===== src/rtl/match_timer_pkg.sv =====
package match_timer_pkg;

  // Register kinds resolved by the address decoder
  typedef enum logic [3:0] {
    RK_NONE,
    RK_CH_CTRL,
    RK_CH_MATCH,
    RK_CH_CNT,
    RK_STATUS,
    RK_WIDE_CTRL,
    RK_LIVE_LO,
    RK_LIVE_HI,
    RK_LOAD_LO,
    RK_LOAD_HI,
    RK_SNAP_LO,
    RK_SNAP_HI
  } regKind_e;

  localparam int IDX_W  = 3;
  localparam int MAX_CH = 6;   // channel windows below overlap beyond this

  // Word indices (byte offset / 4)
  localparam int CH_CTRL_WORD   = 0;
  localparam int CH_MATCH_WORD  = 6;
  localparam int CH_CNT_WORD    = 18;
  localparam int STATUS_WORD    = 24;
  localparam int WIDE_CTRL_WORD = 26;
  localparam int LIVE_LO_WORD   = 27;
  localparam int LIVE_HI_WORD   = 28;
  localparam int LOAD_LO_WORD   = 29;
  localparam int LOAD_HI_WORD   = 30;
  localparam int SNAP_LO_WORD   = 31;
  localparam int SNAP_HI_WORD   = 32;

  // Strobes from control to datapath
  typedef struct packed {
    regKind_e         kind;
    logic [IDX_W-1:0] idx;
    logic             wr;
    logic             snapCmd;
    logic             loadCmd;
  } busOp_t;

endpackage


===== src/rtl/match_timer_ctrl.sv =====
module match_timer_ctrl
  import match_timer_pkg::*;
#(
  parameter int NUM_CH = 2,
  parameter int ADDR_W = 8
) (
  input  logic [ADDR_W-1:0] busAddr,
  input  logic              busWr,
  input  logic [1:0]        cmdBits,
  output busOp_t            op
);

  localparam int WORD_W = ADDR_W - 2;

  logic [WORD_W-1:0] word;
  regKind_e          kind;
  logic [IDX_W-1:0]  idx;

  assign word = busAddr[ADDR_W-1:2];

  always_comb begin
    kind = RK_NONE;
    idx  = '0;
    if (busAddr[1:0] == 2'b00) begin
      case (int'(word))
        STATUS_WORD:    kind = RK_STATUS;
        WIDE_CTRL_WORD: kind = RK_WIDE_CTRL;
        LIVE_LO_WORD:   kind = RK_LIVE_LO;
        LIVE_HI_WORD:   kind = RK_LIVE_HI;
        LOAD_LO_WORD:   kind = RK_LOAD_LO;
        LOAD_HI_WORD:   kind = RK_LOAD_HI;
        SNAP_LO_WORD:   kind = RK_SNAP_LO;
        SNAP_HI_WORD:   kind = RK_SNAP_HI;
        default:        kind = RK_NONE;
      endcase
      for (int n = 0; n < NUM_CH; n++) begin
        if (int'(word) == CH_CTRL_WORD + n) begin
          kind = RK_CH_CTRL;
          idx  = IDX_W'(n);
        end
        if (int'(word) == CH_MATCH_WORD + n) begin
          kind = RK_CH_MATCH;
          idx  = IDX_W'(n);
        end
        if (int'(word) == CH_CNT_WORD + n) begin
          kind = RK_CH_CNT;
          idx  = IDX_W'(n);
        end
      end
    end
  end

  always_comb begin
    op.kind    = kind;
    op.idx     = idx;
    op.wr      = busWr;
    op.snapCmd = busWr && (kind == RK_WIDE_CTRL) && (cmdBits == 2'b01);
    op.loadCmd = busWr && (kind == RK_WIDE_CTRL) && (cmdBits == 2'b11);
  end

endmodule


===== src/rtl/match_timer_dp.sv =====
module match_timer_dp
  import match_timer_pkg::*;
#(
  parameter int NUM_CH = 2,
  parameter int DATA_W = 32,
  parameter int CTRL_W = 3
) (
  input  logic                clk,
  input  logic                rstN,
  input  busOp_t              op,
  input  logic [DATA_W-1:0]   busWdata,
  output logic [DATA_W-1:0]   busRdata,
  output logic [NUM_CH-1:0]   irq,
  output logic [NUM_CH-1:0]   chStatus,
  output logic [NUM_CH-1:0]   chEnable,
  output logic [2*DATA_W-1:0] wideCount
);

  localparam int WIDE_W = 2 * DATA_W;

  logic [CTRL_W-1:0] ctrlArr  [NUM_CH];
  logic [DATA_W-1:0] matchArr [NUM_CH];
  logic [DATA_W-1:0] countArr [NUM_CH];
  logic [NUM_CH-1:0] hit;
  logic [NUM_CH-1:0] clrMask;
  logic [NUM_CH-1:0] statusQ;

  for (genvar g = 0; g < NUM_CH; g++) begin : g_ch
    logic [CTRL_W-1:0] ctrlQ;
    logic [DATA_W-1:0] matchQ;
    logic [DATA_W-1:0] countQ;
    logic              selMe;

    assign selMe = op.wr && (op.idx == IDX_W'(g));

    always_ff @(posedge clk or negedge rstN) begin
      if (!rstN) begin
        ctrlQ  <= '0;
        matchQ <= '0;
        countQ <= '0;
      end else begin
        if (selMe && op.kind == RK_CH_CTRL)  ctrlQ  <= busWdata[CTRL_W-1:0];
        if (selMe && op.kind == RK_CH_MATCH) matchQ <= busWdata;
        if (selMe && op.kind == RK_CH_CNT)   countQ <= busWdata;
        else if (ctrlQ[0])                   countQ <= countQ + 1'b1;
      end
    end

    assign hit[g]      = ctrlQ[0] && (countQ == matchQ);
    assign irq[g]      = statusQ[g] && ctrlQ[1];
    assign chEnable[g] = ctrlQ[0];
    assign ctrlArr[g]  = ctrlQ;
    assign matchArr[g] = matchQ;
    assign countArr[g] = countQ;
  end

  // Write-one-to-clear, new match wins over a simultaneous clear
  assign clrMask = (op.wr && op.kind == RK_STATUS) ? busWdata[NUM_CH-1:0] : '0;

  always_ff @(posedge clk or negedge rstN) begin
    if (!rstN) statusQ <= '0;
    else       statusQ <= (statusQ & ~clrMask) | hit;
  end

  assign chStatus = statusQ;

  // Wide time base
  logic [WIDE_W-1:0] wideQ;
  logic [WIDE_W-1:0] snapQ;
  logic [DATA_W-1:0] loadLoQ;
  logic [DATA_W-1:0] loadHiQ;

  always_ff @(posedge clk or negedge rstN) begin
    if (!rstN) begin
      wideQ   <= '0;
      snapQ   <= '0;
      loadLoQ <= '0;
      loadHiQ <= '0;
    end else begin
      if (op.loadCmd) wideQ <= {loadHiQ, loadLoQ};
      else            wideQ <= wideQ + 1'b1;
      if (op.snapCmd) snapQ <= wideQ;
      if (op.wr && op.kind == RK_LOAD_LO) loadLoQ <= busWdata;
      if (op.wr && op.kind == RK_LOAD_HI) loadHiQ <= busWdata;
    end
  end

  assign wideCount = wideQ;

  // Read path
  logic [CTRL_W-1:0] ctrlSel;
  logic [DATA_W-1:0] matchSel;
  logic [DATA_W-1:0] countSel;

  always_comb begin
    ctrlSel  = '0;
    matchSel = '0;
    countSel = '0;
    for (int n = 0; n < NUM_CH; n++) begin
      if (op.idx == IDX_W'(n)) begin
        ctrlSel  = ctrlArr[n];
        matchSel = matchArr[n];
        countSel = countArr[n];
      end
    end
  end

  always_comb begin
    case (op.kind)
      RK_CH_CTRL:  busRdata = DATA_W'(ctrlSel);
      RK_CH_MATCH: busRdata = matchSel;
      RK_CH_CNT:   busRdata = countSel;
      RK_STATUS:   busRdata = DATA_W'(statusQ);
      RK_LIVE_LO:  busRdata = wideQ[DATA_W-1:0];
      RK_LIVE_HI:  busRdata = wideQ[WIDE_W-1:DATA_W];
      RK_LOAD_LO:  busRdata = loadLoQ;
      RK_LOAD_HI:  busRdata = loadHiQ;
      RK_SNAP_LO:  busRdata = snapQ[DATA_W-1:0];
      RK_SNAP_HI:  busRdata = snapQ[WIDE_W-1:DATA_W];
      default:     busRdata = '0;
    endcase
  end

endmodule


===== src/rtl/match_timer.sv =====
module match_timer
  import match_timer_pkg::*;
#(
  parameter int NUM_CH = 2,
  parameter int ADDR_W = 8,
  parameter int DATA_W = 32
) (
  input  logic              clk,
  input  logic              rstN,
  input  logic [ADDR_W-1:0] busAddr,
  input  logic              busWr,
  input  logic [DATA_W-1:0] busWdata,
  output logic [DATA_W-1:0] busRdata,
  output logic [NUM_CH-1:0] irq
);

  busOp_t              op;
  logic [NUM_CH-1:0]   chStatus;
  logic [NUM_CH-1:0]   chEnable;
  logic [2*DATA_W-1:0] wideCount;

  match_timer_ctrl #(.NUM_CH(NUM_CH), .ADDR_W(ADDR_W)) u_ctrl (
    .busAddr (busAddr),
    .busWr   (busWr),
    .cmdBits (busWdata[1:0]),
    .op      (op)
  );

  match_timer_dp #(.NUM_CH(NUM_CH), .DATA_W(DATA_W)) u_dp (
    .clk       (clk),
    .rstN      (rstN),
    .op        (op),
    .busWdata  (busWdata),
    .busRdata  (busRdata),
    .irq       (irq),
    .chStatus  (chStatus),
    .chEnable  (chEnable),
    .wideCount (wideCount)
  );

endmodule


===== config.mk =====
export PLATFORM = sky130hd
export DESIGN_NAME = match_timer
export DESIGN_NICKNAME = d
export VERILOG_FILES = /design/src/rtl/match_timer_pkg.sv /design/src/rtl/match_timer_ctrl.sv /design/src/rtl/match_timer_dp.sv /design/src/rtl/match_timer.sv
export SDC_FILE = /design/constraint.sdc
export NUM_CORES = 1
export LEC_CHECK = 0
export BUFFER_PORTS_ARGS = -buffer_cell sky130_fd_sc_hd__buf_2
export CAP_MARGIN = 20
export CORE_UTILIZATION = 50
export DETAILED_ROUTE_END_ITERATION = 16
export PLACE_DENSITY = 0.65
export RECOVER_POWER = 50
export SYNTH_ARGS = -nofsm -noshare
export SYNTH_HDL_FRONTEND = slang
export SYNTH_SLANG_ARGS = --single-unit

===== constraint.sdc =====
create_clock -name clk -period 2.93 [get_ports clk]
set_clock_uncertainty 0.15 [all_clocks]
set_input_delay 0 -clock clk [delete_from_list [all_inputs] [get_ports clk]]
set_output_delay 0 -clock clk [all_outputs]
set_load 0.01 [all_outputs]

# Yosys cells after proc, flatten, opt, wreduce, memory -nomap -nowiden

Cells that the tools add are included.

Flip-flop bits (word level): 328
Input bits: 43
Output and inout bits: 34
Word-level logic and storage cells: 94

Add/sub/neg operators: 3
Equality and inequality tests: 29
Mux-type cells: 25
Bitwise gates (word level): 3
Reduce and logical (&&, ||, !) cells: 23

Operator list:

| kind                  | count |
|---|---|
| $pmux 32 s10          | 1 |
| $mux 32               | 8 |
| $add 32x1->32 const B | 2 |
| $add 64x1->64 const B | 1 |
| $eq 32x32->1          | 2 |
| $mux 64               | 1 |
| $eq 6x5->1 const B    | 7 |
| $pmux 4 s8            | 1 |
| $mux 4                | 7 |
| $eq 6x6->1 const B    | 3 |
| $logic_and 1x1->1     | 18 |
| $eq 4x3->1 const B    | 4 |
| $eq 4x4->1 const B    | 4 |
| $eq 6x4->1 const B    | 2 |
| $mux 3                | 3 |
| $eq 4x2->1 const B    | 2 |
| $eq 6x2->1 const B    | 1 |
| $logic_not 6->1       | 1 |
| $eq 4x1->1 const B    | 1 |
| $reduce_bool 2->1     | 2 |
| $eq 3x1->1 const B    | 1 |
| $logic_not 3->1       | 1 |
| $mux 1                | 3 |
| $and 2x2->2           | 1 |
| other kinds (6)       | 6 |

# Logic depth before layout (Yosys ltp)

Gate-level depths: netlist of the first run.

Depth in word-level cells: 15
Depth in mapped cells: 9

# By module

A second synthesis of the first run with hierarchy kept.

Cells, all modules: 1,722
Area, all modules: 17,770.8 um^2

Modules (own cells, without submodules):

| module           | times used | cells an instance | area an instance (um^2) | sequential area each (um^2) |
|---|---|---|---|---|
| match_timer_dp   | 1          | 1,679             | 17,476.8                | 8,207.9 |
| match_timer_ctrl | 1          | 43                | 294.0                   | 0.0 |

# Worst setup path after synthesis of the first run

OpenSTA, ideal clock, no wires.

Path type: reg-to-reg
Start: register u_dp.wideQ[0], in the netlist u_dp.wideCount[0]
End: register u_dp.wideQ[36], in the netlist u_dp.wideCount[36]
Library setup time: 0.077 ns
Arrival: 2.009 ns
Required time: 2.703 ns
Setup slack: 0.693 ns
Cell stages (with the launch flop): 8
Buffers on the path: 0
Cell sequence: dfrtp_1 ha_1 nand2_1 or3_1 nor4_1 nand4_1 xor2_1 a21oi_1

Longest elaborated chain between the ends: 2

RTL lines:

| element                  | RTL line             | text |
|---|---|---|
| start: declaration       | match_timer_dp.sv:68 | `logic [WIDE_W-1:0] wideQ;` |
| start signal: assignment | match_timer_dp.sv:80 | `if (op.loadCmd) wideQ <= {loadHiQ, loadLoQ};` |
| start signal: assignment | match_timer_dp.sv:81 | `else wideQ <= wideQ + 1'b1;` |
| $add 64x1->64            | match_timer_dp.sv:81 |  |
| $mux 64                  | match_timer_dp.sv:80 |  |

Every way passes these cells.
A chain may end at the register's enable or synchronous reset.

# Final worst setup path of the first run

Start: input busAddr[5]
End: output busRdata[3]

Longest elaborated chain between the ends: 11
Elaborated cells between the ends (all ways): 43
Classes of those cells: eq/ne: 24; mux: 17; reduce/logical: 2

RTL lines:

| element                                  | RTL line               | text |
|---|---|---|
| start: declaration                       | match_timer.sv:10      | `input logic [ADDR_W-1:0] busAddr,` |
| $eq 6x6->1 or $eq 6x5->1 (tied branches) | match_timer_ctrl.sv:25 | `case (int'(word))` |
| $pmux 4 s8                               | match_timer_ctrl.sv:25 |  |
| $mux 4                                   | match_timer_ctrl.sv:37 | `if (int'(word) == CH_CTRL_WORD + n) begin` |
| $mux 4                                   | match_timer_ctrl.sv:41 | `if (int'(word) == CH_MATCH_WORD + n) begin` |
| $mux 4                                   | match_timer_ctrl.sv:45 | `if (int'(word) == CH_CNT_WORD + n) begin` |
| $mux 4                                   | match_timer_ctrl.sv:37 |  |
| $mux 4                                   | match_timer_ctrl.sv:41 |  |
| $mux 4                                   | match_timer_ctrl.sv:45 |  |
| $mux 4                                   | match_timer_ctrl.sv:24 | `if (busAddr[1:0] == 2'b00) begin` |
| $eq 4x4->1 (tied with other cells)       | match_timer_dp.sv:109  | `case (op.kind)` |
| $pmux 32 s10 *                           | match_timer_dp.sv:109  |  |
| end: declaration                         | match_timer.sv:13      | `output logic [DATA_W-1:0] busRdata,` |

Mark *: on every way between the ends. The rest lies on a longest branch, timed or not.

==> results of run 1 <==
## cells by family (layout without fill, tap and decap cells)
group / Yosys count / in the layout / synth area share
AND/OR/NAND/NOR: 464 / 464 / 0.128
buffers and inverters: 125 / 268 / 0.0325
adder cells (fa/ha/maj): 3 / 3 / 0.00215
multiplexers: 272 / 272 / 0.175
AO/OA/AOI/OAI: 247 / 247 / 0.0972
flip-flops: 328 / 328 / 0.470
XOR/XNOR: 190 / 190 / 0.0953
## registers in the layout, indices dropped and copies added (netlist names)
signal and cells:
u_dp.g_ch.matchQ 64, u_dp.wideCount 64, u_dp.loadLoQ 32, u_dp.g_ch.ctrlQ 6
u_dp.chStatus 2, u_dp.snapQ 64, u_dp.g_ch.countQ 64, u_dp.loadHiQ 32
## Yosys cell counts (3+ instances only)
library cell	number	area share
sky130_fd_sc_hd__buf_2	24	0.0069
sky130_fd_sc_hd__mux2_1	38	0.025
sky130_fd_sc_hd__buf_6	4	0.0026
sky130_fd_sc_hd__nor2b_1	3	0.0011
sky130_fd_sc_hd__mux2i_1	13	0.0075
sky130_fd_sc_hd__nand2_1	92	0.020
sky130_fd_sc_hd__buf_4	10	0.0043
sky130_fd_sc_hd__nor2_1	152	0.033
sky130_fd_sc_hd__and2_1	5	0.0018
sky130_fd_sc_hd__inv_1	24	0.0052
sky130_fd_sc_hd__o21ai_0	36	0.010
sky130_fd_sc_hd__dfrtp_1	328	0.47
sky130_fd_sc_hd__a21oi_1	96	0.028
sky130_fd_sc_hd__nor3_1	23	0.0066
sky130_fd_sc_hd__nand3b_1	3	0.0013
sky130_fd_sc_hd__or4_1	5	0.0022
sky130_fd_sc_hd__clkbuf_1	58	0.012
sky130_fd_sc_hd__nand4_1	39	0.014
sky130_fd_sc_hd__or2_2	5	0.0018
sky130_fd_sc_hd__nand3_1	76	0.022
sky130_fd_sc_hd__a22oi_1	33	0.014
sky130_fd_sc_hd__or3_1	4	0.0014
sky130_fd_sc_hd__mux2_2	221	0.14
sky130_fd_sc_hd__buf_1	5	0.0011
sky130_fd_sc_hd__xnor2_1	102	0.051
sky130_fd_sc_hd__o2bb2ai_1	4	0.0020
sky130_fd_sc_hd__ha_1	3	0.0022
sky130_fd_sc_hd__o22ai_1	4	0.0014
sky130_fd_sc_hd__a222oi_1	59	0.034
sky130_fd_sc_hd__and4_1	10	0.0050
sky130_fd_sc_hd__xor2_1	88	0.044
sky130_fd_sc_hd__and3_1	18	0.0065
sky130_fd_sc_hd__nor4_1	17	0.0061
## power by group through the flow
stage	clock network, W	registers [W]	logic (W)
2_1_floorplan	0	0.00528	0.00108
3_3_place_gp	0	0.00547	0.00153
3_5_place_dp	0	0.00548	0.00156
4_1_cts	0.00541	0.00540	0.00162
5_1_grt	0.00561	0.00547	0.00175
6_report	0.00535	0.00542	0.00161
## cells in the final DEF, fill, tap and decap left out, drive strengths merged, types with 33 or more instances in the layout
cell         instances
dfrtp              328
mux2               259
nor2               152
buf                134
xnor2              102
a21oi               96
nand2               92
xor2                88
nand3               77
a222oi              59
clkbuf              59
nand4               39
o21ai               38
dlygate4sd3         35
a22oi               33
## layout make-up
type | count | area [um^2] | area share
timing repair buffer | 177 | 1300 | 0.0639
clock inverter | 15 | 304 | 0.0150
multi-input combinational | 1176 | 8740 | 0.430
tap | 455 | 569 | 0.0280
clock buffer | 52 | 1110 | 0.0548
sequential | 328 | 8210 | 0.404
inverter | 24 | 90.1 | 0.00443
## per-stage QoR
stage / area, um^2 / worst slack (ns)
5_1_grt: 20300 / 0.00319
3_3_place_gp: 18600 / 0.109
3_5_place_dp: 18600 / 0.102
6_report: 20300 / 0.0844
4_1_cts: 20400 / 0.0882
2_1_floorplan: 17500 / 0.693
## metal layers
layer	wire length (um)	GRT usage	vias up
met4	2240	0.133	0
met1	21500	0.400	6911
li1	-	-	6129
met5	0	0	-
met3	3380	0.0393	105
met2	25100	0.491	559
## worst register-to-register path: stages (launching register included)
cell and delay, ns:
sky130_fd_sc_hd__dfrtp_1 0.46, sky130_fd_sc_hd__ha_1 0.21, sky130_fd_sc_hd__and3_1 0.27, sky130_fd_sc_hd__nand4_1 0.40, sky130_fd_sc_hd__nor3_1 0.32, sky130_fd_sc_hd__buf_4 0.21
sky130_fd_sc_hd__nand3_1 0.10, sky130_fd_sc_hd__xor2_1 0.16, sky130_fd_sc_hd__o21ai_0 0.17
## worst paths after layout
check | start | endpoint | slack, ns | cells after the start
max in group asynchronous | rstN | u_dp.g_ch[1].countQ[16] | 0.42 | 4
min in group asynchronous | rstN | u_dp.snapQ[60] | 1.01 | 4
worst max-delay path | busAddr[5] | busRdata[3] | 0.08 | 9
worst min-delay path | busAddr[0] | u_dp.chStatus[1] | 0.03 | 7
worst min register to register | u_dp.snapQ[12] | u_dp.snapQ[12] | 0.34 | 1
worst max register to register | u_dp.g_ch[1].countQ[1] | u_dp.g_ch[1].countQ[26] | 0.41 | 8
## what timing repair did
item,CTS,global route
hold buffers,36,0
hold endpoints to repair,528,0
endpoints found under the setup margin,0,1
setup buffers,0,0
==> results.yml, run 1 <==
sta:
  drv_slew: 64
  fin_setup_tns_ns: 0
  relSlewSlack: -0.0193
  finalCritPeriodShare: 0.971
  worst-slew-pin-transition_ns: 1.53
  rsz0062_at_grt: "no"
  finalHoldWorstSlack_ns: 0.0343
  peak_clock_frequency_supported_by_timing_mhz: 351
  finalHoldViolCount: 0
  setup_viol: 0
  fin_crit_ns: 2.85
worst_setup_path:
  path_common_cell: "sky130_fd_sc_hd__buf_2"
  worst_setup_path_end_kind: "primary output"
  timing.setup.critical_path_class: "in -> out"
  path_cells: "buf_2 -> nor4b_1 -> mux2_2 -> nand3b_1 -> nor2_2 -> buf_12 -> a222oi_1 -> nand3_1 -> buf_2"
  critical_path.top_delay_family: "simple AND/OR/NAND/NOR gates"
  crit_buf_inv: 3
  master_of_the_slowest_instance_on_the_critical_path: "sky130_fd_sc_hd__nor2_2"
  critPathMaxStageDelay_ns: 0.92
  worst_setup_path_start_kind: "input pin"
  timing.critical_path.required_ns: 2.78
  cp.arrival_ns: 2.70
  critPathMaxFanout: 16
yosys:
  yosysUniqueCellTypes: 54
  synth.avg_cell_area_um2: 10.7
  synthArstFlopShare: 1.00
  synth.yosys.warnings: 0
  primary_ff_master_synth: "sky130_fd_sc_hd__dfrtp_1"
  sequential_element_share_of_the_synthesized_area: 0.470
  synth_nets: 1675
  syn_area_um2: 17500
  synth-edff-count: 0
  netlist_instances: 1629
  ys_seq_elements: 328
layout:
  syn_to_final_growth_pct: 16.5
  post_route_cells_drive_above_1_share: 0.251
  finish.utilization: 0.590
  nNetsFinal: 1790
  antenna_cells_inserted: 0
  n_fill_cell: 2938
  layout.cells.non_filler: 2227
clock_tree:
  cts.path.max_buffers: 3
  cts.sink_count: 328
  cts_tree: "done"
  clock_tree.root_cell: "sky130_fd_sc_hd__clkbuf_16"
  post_cts_resize_count: 0
  numCtsBuffers: 37
  insertion_delay_ns: 0.52
  htreeDepth: 2
  cts.reportedPaths.clkPinSlew_ns: 0.06
global_routing:
  globalRoute.totalOverflow: 0
  grt_antenna_before_repair: 0
  wire_length_of_the_first_global_routing_pass_um: 81700
  grt_max_degree: 128
  via_count_of_the_first_global_routing_pass: 13700
  global_route.usage.total: 0.300
placed_design:
  port-buffer-count: 76
  dp_hpwl_um: 36800
  place.gp.congestion: 0.908
  dpl.cell_count: 2123
route:
  drt_iter0_drc: 1439
  vias_per_cell: 6.15
  drt.antenna.violating_nets: 0
  wl_per_instance_um: 23.5
  vias: 13700
  post-route-drc-count: 0
  routed_wirelength_um: 52300
  drtPass1Iterations: 6
power:
  power_switching_share: 0.266
  power-per-cell-area_nw_per_um2: 609
  power_switching_w: 0.00329
  comb_power_share: 0.130
  clkPwrFrac: 0.432
  ir_drop_v: 0.000459
  seqPwrFrac: 0.438
  cell_internal_pwr_w: 0.00909
  cellLeakagePower_nw: 9.01
  total_power_w: 0.0124
job:
  total_of_max_cap_violations: 1
floorplan:
  io_pins: 77
  die_height_um: 189
  placeableCoreArea_um2: 34500
  die-area_um2: 35700
  row_count: 68
  initial_utilization: 0.506
  floorplan.die.width_um: 189
worst_hold_path:
  holdCritPathClass: "in -> reg"
status:
  violations: "max-capacitance violations, max-slew violations"
  run_status: "finished, violations left"
Power figures use the tool's default switching activity.
==> run 2: changes to the inputs <==
- CORE_ASPECT_RATIO: not set -> 0.75
- GPL_TIMING_DRIVEN: not set -> 0
- PLACE_DENSITY: 0.65 -> 0.67
==> results.yml, run 2 (synthesis results as in run 1) <==
status:
  run_status: "finished, violations left"
  violations: "max-capacitance violations, max-slew violations, negative setup slack"
worst_setup_path:
  crit-reg2reg-launch: "u_dp.wideCount[2]"
  timing.critical_path.required_ns: 2.78
  cp.arrival_ns: 2.80
  worst-r2r-setup-slack_ns: -0.02
  timing.setup.critical_path_class: "in -> out"
  worst_setup_path_start_kind: "input pin"
  worst_r2r_path_depth: 7
  critPathMaxFanout: 10
  critical_path.reg2reg.endpoint: "u_dp.wideCount[33]"
  worst_setup_path_end_kind: "primary output"
route:
  drtPass1Iterations: 6
  routed_wirelength_um: 58400
  vias: 14300
  wl_per_instance_um: 25.8
  vias_per_cell: 6.33
  post-route-drc-count: 0
  drt_iter0_drc: 1977
  drt.antenna.violating_nets: 0
job:
  total_of_max_cap_violations: 2
sta:
  rsz0062_at_grt: "yes"
  fin_crit_ns: 2.95
  finalCritPeriodShare: 1.01
  fin_setup_tns_ns: -0.0365
  drv_slew: 172
  worst-slew-pin-transition_ns: 1.55
  setup_viol: 2
  finalHoldViolCount: 0
  finalHoldWorstSlack_ns: 0.0490
  setup_ws_post_layout_ns: -0.0202
  relSlewSlack: -0.0353
  peak_clock_frequency_supported_by_timing_mhz: 339
clock_tree:
  numCtsBuffers: 35
  insertion_delay_ns: 0.56
  cts_tree: "done"
  clock_tree.root_cell: "sky130_fd_sc_hd__clkbuf_16"
  cts.path.max_buffers: 3
  cts.sink_count: 328
  cts.reportedPaths.clkPinSlew_ns: 0.06
  htreeDepth: 2
floorplan:
  placeableCoreArea_um2: 34000
  row_count: 58
  die_height_um: 164
  io_pins: 77
  floorplan.die.width_um: 218
  initial_utilization: 0.514
  die-area_um2: 35700
global_routing:
  wire_length_of_the_first_global_routing_pass_um: 86400
  grt_antenna_before_repair: 1
  globalRoute.totalOverflow: 0
  via_count_of_the_first_global_routing_pass: 13700
  grt_max_degree: 111
  global_route.usage.total: 0.331
layout:
  n_fill_cell: 2906
  post_route_cells_drive_above_1_share: 0.235
  syn_to_final_growth_pct: 15.1
  finish.utilization: 0.592
  layout_commonest_cell: "sky130_fd_sc_hd__dfrtp_1"
  most_used_cells_in_the_layout_excluding_fill_and_tap_cells: "sky130_fd_sc_hd__dfrtp_1, sky130_fd_sc_hd__mux2_2, sky130_fd_sc_hd__nor2_1"
  nNetsFinal: 1833
worst_hold_path:
  min_from: "busAddr[0]"
  whs_path_depth: 5
  holdCritPathClass: "in -> reg"
  min_to: "u_dp.g_ch[1].countQ[31]"
power:
  ir_drop_v: 0.000496
  cellLeakagePower_nw: 8.91
  power-per-cell-area_nw_per_um2: 582
placed_design:
  dp_hpwl_um: 42800
  place.gp.congestion: 0.922
  port-buffer-count: 75
## run 2: cell types whose count changed in the layout (fill, tap and decap cells not counted), moves of 7 or more
cell	previous run	this run
sky130_fd_sc_hd__clkbuf_1	7	55
sky130_fd_sc_hd__buf_4	51	14
sky130_fd_sc_hd__buf_2	76	97
sky130_fd_sc_hd__nor2_1	144	152
sky130_fd_sc_hd__clkbuf_2	3	10
sky130_fd_sc_hd__nor2_2	7	0
## run 2: repair_timing
action                                  4_1_cts  5_1_grt
gates resized for setup                       8       23
pin swaps                                     1        3
hold endpoints to repair                    446        0
endpoints found under the setup margin       40       67
setup buffers                                 3        2
hold buffers                                 39        0
## run 2: routing by layer
metal  up-vias  global-route usage  part of all wire
met4         0               0.106             0.031
met2       716               0.481              0.43
met5         -                   0                 0
li1       6224                   -                 -
met3       103              0.0874              0.10
met1      7292               0.479              0.44
## run 2: worst max-delay path by stage
stage | endpoint | start | slack (ns) | cells past startpoint
2_1_floorplan | u_dp.wideCount[36] | u_dp.wideCount[0] | 0.69 | 7
3_3_place_gp | u_dp.loadHiQ[18] | rstN | -4.68 | 1
3_5_place_dp | u_dp.wideCount[61] | u_dp.wideCount[2] | -0.63 | 7
4_1_cts | u_dp.g_ch[0].countQ[31] | u_dp.g_ch[0].ctrlQ[0] | 0.02 | 7
5_1_grt | busRdata[4] | busAddr[5] | -0.09 | 10
6_report | busRdata[8] | busAddr[5] | -0.02 | 10
## run 2: cell type report
cell class / instances / area, um^2 / area share
diodes: 2 / 5.00 / 0.000249
plain buffers: 100 / 485 / 0.0242
clock buffers: 46 / 977 / 0.0486
clock inverters: 16 / 176 / 0.00878
inverters: 24 / 90.1 / 0.00448
multi-input cells: 1176 / 8750 / 0.436
flip-flops and latches: 328 / 8210 / 0.409
well taps: 450 / 563 / 0.0280
repair buffers: 122 / 833 / 0.0415
## run 2: through the flow
step	setup slack, ns	total power (W)	cells	instance area, um^2
after floorplan	0.693	0.00636	1629	17500
after global placement	-4.68	0.00701	2154	18400
after detailed placement	-0.627	0.00707	2157	18500
after CTS	0.0164	0.0117	2261	20100
after global routing	-0.0888	0.0120	2262	20100
final	-0.0202	0.0117	2264	20100
## run 2: power breakdown
| group | leakage (nW) | internal [W] | switching [W] |
|---|---|---|---|
| Combinational | 4.10 | 0.000757 | 0.000988 |
| Sequential | 4.24 | 0.00488 | 0.000469 |
| Clock | 0.578 | 0.00264 | 0.00197 |
| Total | 8.91 | 0.00827 | 0.00342 |
## run 2: critical path, stage by stage
cell                       delay [ns]
sky130_fd_sc_hd__buf_2           0.11
sky130_fd_sc_hd__buf_2           0.23
sky130_fd_sc_hd__nand3b_1        0.19
sky130_fd_sc_hd__a211oi_1        0.38
sky130_fd_sc_hd__nand2_1         0.16
sky130_fd_sc_hd__nor2_1          0.36
sky130_fd_sc_hd__clkbuf_1        0.70
sky130_fd_sc_hd__a222oi_1        0.24
sky130_fd_sc_hd__nand3_1         0.25
sky130_fd_sc_hd__buf_2           0.17
